<file path="src/rtl/colclk_pkg.sv">
package colclk_pkg;

  typedef enum logic [1:0] {
    SRC_GLB0 = 2'b00,
    SRC_GLB1 = 2'b01,
    SRC_AUXA = 2'b10,
    SRC_AUXB = 2'b11
  } src_e;

  localparam int unsigned CNTW = 3;

  // Terminal count for a divide code: 1 << code, minus one.
  function automatic logic [CNTW-1:0] div_last(input logic [1:0] code);
    logic [CNTW:0] full;
    full = (CNTW+1)'(1) << code;
    return CNTW'(full - 1'b1);
  endfunction

endpackage

</file>
<file path="src/rtl/colclk_auxpick.sv">
module colclk_auxpick #(
  parameter int unsigned NDIG = 8,
  parameter int unsigned SELW = (NDIG > 1) ? $clog2(NDIG) : 1
) (
  input  logic [NDIG-1:0] dig_out,
  input  logic [SELW-1:0] sel,
  output logic            pick
);
  always_comb begin
    pick = 1'b0;
    for (int i = 0; i < NDIG; i++) begin
      if (sel == SELW'(i)) pick = dig_out[i];
    end
  end
endmodule

</file>
<file path="src/rtl/colclk_srcsel.sv">
module colclk_srcsel
  import colclk_pkg::*;
(
  input  logic       clk,
  input  logic       rst_n,
  input  logic [1:0] glb_stb,
  input  logic [1:0] aux_stb,
  input  logic [1:0] src,
  input  logic       sysovr,
  output logic       tick
);
  logic sel_lvl;
  logic sel_prev;

  always_comb begin
    unique case (src_e'(src))
      SRC_GLB0: sel_lvl = glb_stb[0];
      SRC_GLB1: sel_lvl = glb_stb[1];
      SRC_AUXA: sel_lvl = aux_stb[0];
      SRC_AUXB: sel_lvl = aux_stb[1];
      default:  sel_lvl = 1'b0;
    endcase
  end

  always_ff @(posedge clk or negedge rst_n) begin
    if (!rst_n) sel_prev <= 1'b0;
    else        sel_prev <= sel_lvl;
  end

  assign tick = sysovr | (sel_lvl & ~sel_prev);
endmodule

</file>
<file path="src/rtl/colclk_div.sv">
module colclk_div
  import colclk_pkg::*;
(
  input  logic       clk,
  input  logic       rst_n,
  input  logic       tick,
  input  logic       restart,
  input  logic [1:0] div,
  output logic       en
);
  logic [CNTW-1:0] cnt;
  logic [CNTW-1:0] last;

  assign last = div_last(div);

  always_ff @(posedge clk or negedge rst_n) begin
    if (!rst_n) begin
      cnt <= '0;
      en  <= 1'b0;
    end else if (restart) begin
      cnt <= '0;
      en  <= 1'b0;
    end else if (tick) begin
      if (cnt == last) begin
        cnt <= '0;
        en  <= 1'b1;
      end else begin
        cnt <= cnt + 1'b1;
        en  <= 1'b0;
      end
    end else begin
      en <= 1'b0;
    end
  end
endmodule

</file>
<file path="src/rtl/colclk_gen.sv">
module colclk_gen
  import colclk_pkg::*;
#(
  parameter int unsigned NCOL = 2,
  parameter int unsigned NDIG = 8,
  parameter int unsigned SELW = (NDIG > 1) ? $clog2(NDIG) : 1
) (
  input  logic              clk,
  input  logic              rst_n,
  input  logic [1:0]        glb_stb,
  input  logic [NDIG-1:0]   dig_out,
  input  logic [SELW-1:0]   auxa_sel,
  input  logic [SELW-1:0]   auxb_sel,
  input  logic [2*NCOL-1:0] col_src,
  input  logic [NCOL-1:0]   col_sysovr,
  input  logic [2*NCOL-1:0] col_div,
  output logic [NCOL-1:0]   col_en
);
  localparam int unsigned CFGW = 5;
  localparam int unsigned AUXW = 2 * SELW;

  logic [1:0]      aux_stb;
  logic [AUXW-1:0] aux_now, aux_q;
  logic            aux_chg;

  colclk_auxpick #(.NDIG(NDIG), .SELW(SELW)) u_pick_a (
    .dig_out(dig_out), .sel(auxa_sel), .pick(aux_stb[0]));
  colclk_auxpick #(.NDIG(NDIG), .SELW(SELW)) u_pick_b (
    .dig_out(dig_out), .sel(auxb_sel), .pick(aux_stb[1]));

  assign aux_now = {auxb_sel, auxa_sel};

  // Configuration history, loaded every cycle including reset.
  always_ff @(posedge clk) aux_q <= aux_now;
  assign aux_chg = (aux_now != aux_q);

  for (genvar c = 0; c < NCOL; c++) begin : g_col
    logic [CFGW-1:0] cfg_now, cfg_q;
    logic            restart;
    logic            tick;

    assign cfg_now = {col_src[2*c +: 2], col_sysovr[c], col_div[2*c +: 2]};

    always_ff @(posedge clk) cfg_q <= cfg_now;
    assign restart = aux_chg | (cfg_now != cfg_q);

    colclk_srcsel u_src (
      .clk(clk), .rst_n(rst_n), .glb_stb(glb_stb), .aux_stb(aux_stb),
      .src(col_src[2*c +: 2]), .sysovr(col_sysovr[c]), .tick(tick));

    colclk_div u_div (
      .clk(clk), .rst_n(rst_n), .tick(tick), .restart(restart),
      .div(col_div[2*c +: 2]), .en(col_en[c]));
  end
endmodule

</file>
<file path="config.mk">
export PLATFORM = sky130hd
export DESIGN_NAME = colclk_gen
export DESIGN_NICKNAME = d
export VERILOG_FILES = /design/src/rtl/colclk_pkg.sv /design/src/rtl/colclk_auxpick.sv /design/src/rtl/colclk_srcsel.sv /design/src/rtl/colclk_div.sv /design/src/rtl/colclk_gen.sv
export SDC_FILE = /design/constraint.sdc
export NUM_CORES = 1
export LEC_CHECK = 0
export BUFFER_PORTS_ARGS = -buffer_cell sky130_fd_sc_hd__buf_2
export CAP_MARGIN = 20
export CORE_ASPECT_RATIO = 0.5
export CORE_MARGIN = 2
export CORE_UTILIZATION = 30
export CTS_CLUSTER_DIAMETER = 80
export DETAILED_ROUTE_END_ITERATION = 10
export GPL_ROUTABILITY_DRIVEN = 0
export PLACE_DENSITY_LB_ADDON = 0.2
export SLEW_MARGIN = 20
export SYNTH_ARGS = -nofsm -noshare
export SYNTH_HDL_FRONTEND = slang
export SYNTH_SLANG_ARGS = --single-unit
</file>
<file path="constraint.sdc">
create_clock -name clk -period 1.7 [get_ports clk]
set_input_delay 0.255 -clock clk [delete_from_list [all_inputs] [get_ports clk]]
set_output_delay 0.255 -clock clk [all_outputs]
set_load 0.005 [all_outputs]
</file>
-- After elaboration in Yosys (flattened, before gate mapping)
Cells that the tools add are included.
W data, S select, Z words.
- flip-flop bits (word level): 26
- bits of input ports: 28
- add/subtract/negate cells: 4
- equality and inequality tests: 25
- shift operators: 2
- multiplexer cells: 30
- bitwise gates (word level): 8
- reductions and logical operators: 6
- operators with widths (cell ; count):
    $eq A3 B3 Y1 const B ; 8
    $mux W1 ; 22
    $mux W3 ; 6
    $eq A3 B2 Y1 const B ; 4
    $ne A5 B5 Y1 ; 2
    $eq A2 B2 Y1 const B ; 4
    $pmux W1 S4 ; 2
    $add A3 B1 Y3 const B ; 2
    $eq A3 B1 Y1 const B ; 2
    $eq A3 B3 Y1 ; 2
    $logic_not A3 Y1 ; 2
    $ne A6 B6 Y1 ; 1
    $shl A1 B2 Y3 const A ; 2
    $sub A3 B1 Y3 const B ; 2
    $eq A2 B1 Y1 const B ; 2
    $logic_not A2 Y1 ; 2
    $or A1 B1 Y1 ; 4
    $reduce_bool A2 Y1 ; 2
    $and A1 B1 Y1 ; 2
    $not A1 Y1 ; 2

-- Logic depth before layout (Yosys ltp)
- word-level depth: 14
- gate-level depth with buffers: 6
- depth with buffers taken out: 6

-- Modules after synthesis
A second synthesis with hierarchy kept.
- cell total of the unflattened synthesis: 108
- area total of the unflattened synthesis: 1292.5 um^2
- modules (own cells, without submodules) (module ; times used ; cells each ; area each (um^2)):
    colclk_gen ; 1 ; 40 ; 506.7
    colclk_div ; 2 ; 24 ; 250.2
    colclk_srcsel ; 2 ; 7 ; 78.8
    colclk_auxpick ; 2 ; 3 ; 63.8

-- Worst setup path before layout
No wires, ideal clock.
- kind: input port to flip-flop
- start: input port auxb_sel[2]
- end: register g_col[0].u_div.cnt[0]
- arrival: 1978 ps
- required time: 1578 ps
- slack: -400 ps
- stages on the path: 6
- buffers on the path: 0
- path through: mux4_1 mux2_2 mux4_2 a21oi_4 mux2i_1 nor2_1
- cells in the longest elaborated chain, start to end: 13
- RTL lines (what ; line ; RTL):
    start, declared ; colclk_gen.sv:13 ; input logic [SELW-1:0] auxb_sel,
    $logic_not A3 Y1 ; colclk_auxpick.sv:12 ; if (sel == SELW'(i)) pick = dig_out[i];
    $mux W1 (7 in series) ; colclk_auxpick.sv:12 ;
    $mux W1 (*) ; colclk_auxpick.sv:12 ;
    $pmux W1 S4 (*) ; colclk_srcsel.sv:16 ; unique case (src_e'(src))
    net g_col[0].u_src.sel_lvl ; colclk_srcsel.sv:12 ; logic sel_lvl;
    $and A1 B1 Y1 (*) ; colclk_srcsel.sv:30 ; assign tick = sysovr | (sel_lvl & ~sel_prev);
    $or A1 B1 Y1 (*) ; colclk_srcsel.sv:30 ;
    $reduce_bool A2 Y1 (no line) (*) ; -- ;
    end signal, assigned ; colclk_div.sv:28 ; cnt <= cnt + 1'b1;
    end, declared ; colclk_div.sv:11 ; logic [CNTW-1:0] cnt;
Mark *: on every way through the listed nets, which the timed path passes. The rest lies on a longest branch.
A chain may end at the register's enable or synchronous reset.

-- Worst setup path after layout
- start: input port auxa_sel[0]
- end: register g_col[1].u_div.cnt[0]
- cells in the longest elaborated chain, start to end: 13
- RTL lines (what ; line ; RTL):
    start, declared ; colclk_gen.sv:12 ; input logic [SELW-1:0] auxa_sel,
    $logic_not A3 Y1 ; colclk_auxpick.sv:12 ;
    $mux W1 (7 in series) ; colclk_auxpick.sv:12 ;
    $mux W1 (*) ; colclk_auxpick.sv:12 ;
    $pmux W1 S4 (*) ; colclk_srcsel.sv:16 ;
    net g_col[1].u_src.sel_lvl ; colclk_srcsel.sv:12 ;
    $and A1 B1 Y1 (*) ; colclk_srcsel.sv:30 ;
    $or A1 B1 Y1 (*) ; colclk_srcsel.sv:30 ;
    $reduce_bool A2 Y1 (no line) (*) ; -- ;
    end signal, assigned ; colclk_div.sv:28 ;
    end, declared ; colclk_div.sv:11 ;
Marks and branches as above.

==> results list <==
* Result of the run: finished with violations
- The checks that failed: negative setup slack.
- Final setup violation count: 8
- In this run the critical register-to-register path is launched from g_col[0].u_div.cnt[1].
- Across every metal layer, demand over resource in global routing totals 10.6%.
- Slew margin rel.: 84.4%
- Post-detailed-routing wire length: 2.30 mm
- Clock tree from TritonCTS: done
- Pwr/cell area: 827 nW/µm²
- Nature of the critical path endpoint: register
- CTS sink cnt: 26
- Delay contributed by the slowest stage of the critical path: 0.49 ns
* Share of cells above drive strength 1: 39.3%
- Root cell of the clock tree: sky130_fd_sc_hd__clkbuf_8
* Number of hold violations in the final report: 0
- Global-route wire length before repair: 3.66 mm
* Top cell family by delay on the critical path: multiplexers
- HP Start: col_src[0]
- sky130_fd_sc_hd__dfxtp_1 takes more of the synthesized area than any other cell.
* Post-synthesis cell count: 100
- The first routing iteration left 29 violations.
- The die is 48.7 µm tall.
* Count of nets left with antenna violations after detail routing: 0
- In this run the number of H-tree levels came out at 1.
- In this run the standard cell core region covers 3860 µm².
- WHS Endpoint: g_col[0].cfg_q[3]
* Startpoint kind of the worst setup timing path: input pin
- In this run the worst path has a maximum fanout of 6.
- Number of I/O port buffers: 29
* Net Count, Synth: 130
- After clock tree synthesis, the clock-pin slew on the worst setup and hold paths is 0.09 ns.
- Traced cell by cell, the critical path runs through buf_8, mux4_2, mux2_4, mux4_2, a21oi_4, mux2i_1, nor2_1.
- The floorplan step set the die width to 93.4 µm.
- Number of buffers created by CTS: 3
- Global routing finished with a remaining overflow of 0.
* Number of maximum-capacitance constraint violations: 0
* Avg Cell Area, Syn: 12.0 µm²
- The number of antenna diodes in the final layout is 0.
* Post-route cell area: 1590 µm²
- Largest net degree at the start of global routing: 16
* Required time of the critical path: 1.86 ns
- Synthesized cell area: 1200 µm²
* Die outline area: 4550 µm²
- The number of cells on the worst reg-to-reg path is 6.
* Number of distinct library cell variants in the gate-level netlist after synthesis: 24
* Number of global-route vias before repair: 826
- In the routed layout, each cell is associated on average with a via count of 4.47.
* Class of the tightest hold or removal check: input pin to register
- PnR worst setup slack: -0.239 ns
- The clock passes through at most 2 buffers.
- For this configuration, the core starts out at a cell density of 31.1%.
- At the end of the flow, the number of nets in the layout was 171.
* Sum of net half-perimeters after detailed placement: 1.80 mm
- Synthesis-to-layout area growth: 32.3%
- In this run the count of I/O pins placed on the die edge is 30.
* First drt pass iteration count: 3
- Dominant register cell in the synthesized netlist: sky130_fd_sc_hd__dfxtp_1
- Top post-synthesis cells by area: sky130_fd_sc_hd__dfxtp_1 (27%), sky130_fd_sc_hd__dfrtp_1 (21%), sky130_fd_sc_hd__mux4_2 (7.5%), sky130_fd_sc_hd__xnor2_1 (5.8%), sky130_fd_sc_hd__xor2_1 (5.8%)
- Kind of critical path: input pin to register
* Upper clock frequency limit: 516 MHz
- Number of placement rows: 16
- The placed instances occupy a cell area of 1440 µm².
* Most frequent CP cell: sky130_fd_sc_hd__mux4_2
* Part of the Yosys area used for sequential elements: 47.5%
- Final count of pins violating max slew: 0
* Worst-case register-to-register setup slack: 0.26 ns
- The later pin in the worst-skew pair is clocked with a latency of 0.27 ns.
- Count of fill cells added during filler insertion: 399
- Dividing the final minimum period by the clock period gives 114%.
- Yosys mapped a number of flops with a built-in enable equal to 0.
- Slowest stage cell, crit path: sky130_fd_sc_hd__mux4_2
- Setup repair after global routing could not meet its margin everywhere.
- On the final layout, the worst clock skew is 0.00868 ns.
- DR vias: 867
* Worst endpoint data arrival time: 2.10 ns
- Time the final worst path needs with I/O delays and setup: 1.94 ns
- Synthesis-stage register bit count: 26
- The number of antenna violations at the first check in global routing is 0.
- End of the worst register-to-register path: g_col[0].u_div.cnt[2]
* Pre-CTS worst setup slack: -0.573 ns
- Counting both buffers and inverters, the worst setup path holds a total of 1.
- Transition time at the pin with the least slew margin: 0.234 ns
- Number of cells on the critical path: 7
* P_leak: 0.000686 µW
* DRC: 0
- In the final routed layout, each cell accounts on average for 11.9 µm.
- Across the VDD grid, the largest voltage drop is 0.254 mV.
- Along the worst hold path, the cell count comes to 1.
- The share of synthesized area in the top cell type comes to 26.7%.
* Warnings, synthesis: 0
- Post-synth ARST share: 38.5%
-- per-stage QoR --
stage | hold WS [ns] | total power [µW] | std cells | util, % | TNS [ns]
6_report | 0.123 | 1310 | 194 | 41.1 | -1.52
5_1_grt | 0.108 | 1380 | 194 | 41.1 | -1.99
4_1_cts | 0.119 | 1320 | 193 | 40.6 | -1.46
3_5_place_dp | 0.133 | 853 | 187 | 37.2 | -4.17
3_3_place_gp | 0.132 | 851 | 187 | 37.2 | -3.89
2_1_floorplan | -0.0406 | 771 | 100 | - | -2.13
-- cells by family (layout without fill, tap and decap cells) --
kind of cell / after synthesis / after routing / share of synthesized area [%]
xor gates and xnor gates: 16 / 16 / 11.7
buffers and inverters: 4 / 44 / 1.88
muxes: 10 / 10 / 15.4
adders and majority gates: 2 / 2 / 2.09
AOI/OAI and AO/OA: 14 / 14 / 8.34
DFF: 26 / 26 / 47.5
and+or+nand+nor: 28 / 28 / 13.0
-- registers in the layout, indices dropped and copies added (netlist names) --
name,cells
g_col.u_div.cnt,6
g_col.cfg_q,10
g_col.u_div.en,2
aux_q,6
g_col.u_src.sel_prev,2
-- synthesized netlist by cell type, types with 3 or more instances --
| cell | number |
|---|---|
| sky130_fd_sc_hd__a21oi_1 | 6 |
| sky130_fd_sc_hd__mux4_2 | 4 |
| sky130_fd_sc_hd__nor3_1 | 7 |
| sky130_fd_sc_hd__dfrtp_1 | 10 |
| sky130_fd_sc_hd__xor2_1 | 8 |
| sky130_fd_sc_hd__nor2_1 | 6 |
| sky130_fd_sc_hd__xnor2_1 | 8 |
| sky130_fd_sc_hd__dfxtp_1 | 16 |
| sky130_fd_sc_hd__nand4_1 | 3 |
| sky130_fd_sc_hd__o21ai_0 | 4 |
-- worst max path at each step --
| stage | from | endpoint | slack (ns) |
|---|---|---|---|
| 2_1_floorplan | auxb_sel[0] | g_col[0].u_div.cnt[0] | -0.34 |
| 3_3_place_gp | auxb_sel[0] | g_col[0].u_div.cnt[0] | -0.55 |
| 3_5_place_dp | auxa_sel[2] | g_col[0].u_div.cnt[0] | -0.57 |
| 4_1_cts | auxa_sel[0] | g_col[0].u_div.cnt[0] | -0.26 |
| 5_1_grt | auxa_sel[0] | g_col[0].u_div.cnt[0] | -0.31 |
| 6_report | auxa_sel[0] | g_col[1].u_div.cnt[0] | -0.24 |
-- worst register-to-register path: cells and delay by family, from the launching register on --
family	cells	cell delay [ns]
and+or+nand+nor	2	0.31
DFF	1	0.44
AOI/OAI and AO/OA	4	0.58
-- cells in the final DEF, fill, tap and decap left out, types with 5 or more instances in the layout --
cell / synthesis / routed
sky130_fd_sc_hd__a21oi_1: 6 / 5
sky130_fd_sc_hd__buf_2: 0 / 23
sky130_fd_sc_hd__buf_4: 2 / 7
sky130_fd_sc_hd__buf_6: 0 / 6
sky130_fd_sc_hd__dfrtp_1: 10 / 10
sky130_fd_sc_hd__dfxtp_1: 16 / 16
sky130_fd_sc_hd__mux4_2: 4 / 6
sky130_fd_sc_hd__nor2_1: 6 / 6
sky130_fd_sc_hd__nor3_1: 7 / 6
sky130_fd_sc_hd__xnor2_1: 8 / 8
sky130_fd_sc_hd__xor2_1: 8 / 8
-- power breakdown --
part           internal, µW  switching [µW]
logic                   124            88.2
registers               639            9.59
clock network           256             197
-- final cells by class --
cell class | count | area [µm²] | area share [%]
Clock buffer | 4 | 66.3 | 4.18
Inverter | 2 | 7.51 | 0.473
Multi-Input combinational cell | 70 | 616 | 38.8
Sequential cell | 26 | 571 | 35.9
Tap cell | 54 | 67.6 | 4.26
Timing Repair Buffer | 38 | 260 | 16.4
-- routing by layer --
metal / GRT usage (%) / vias to the layer above / share of wire [%]
met4: 2.21 / 0 / 0.52
li1: - / 443 / -
met2: 17.1 / 20 / 46
met1: 13.6 / 402 / 48
met3: 4.05 / 2 / 5.0
met5: 0 / - / 0
-- timing repair --
action / 4_1_cts / 5_1_grt
hold buffers: 1 / 0
hold endpoints to repair: 10 / 0
resized for setup: 9 / 3
pin swaps: 2 / 3
buffers inserted: 1 / 1
endpoints found under the setup margin: 8 / 8
Note: power is estimated with default switching activity, not from simulation.
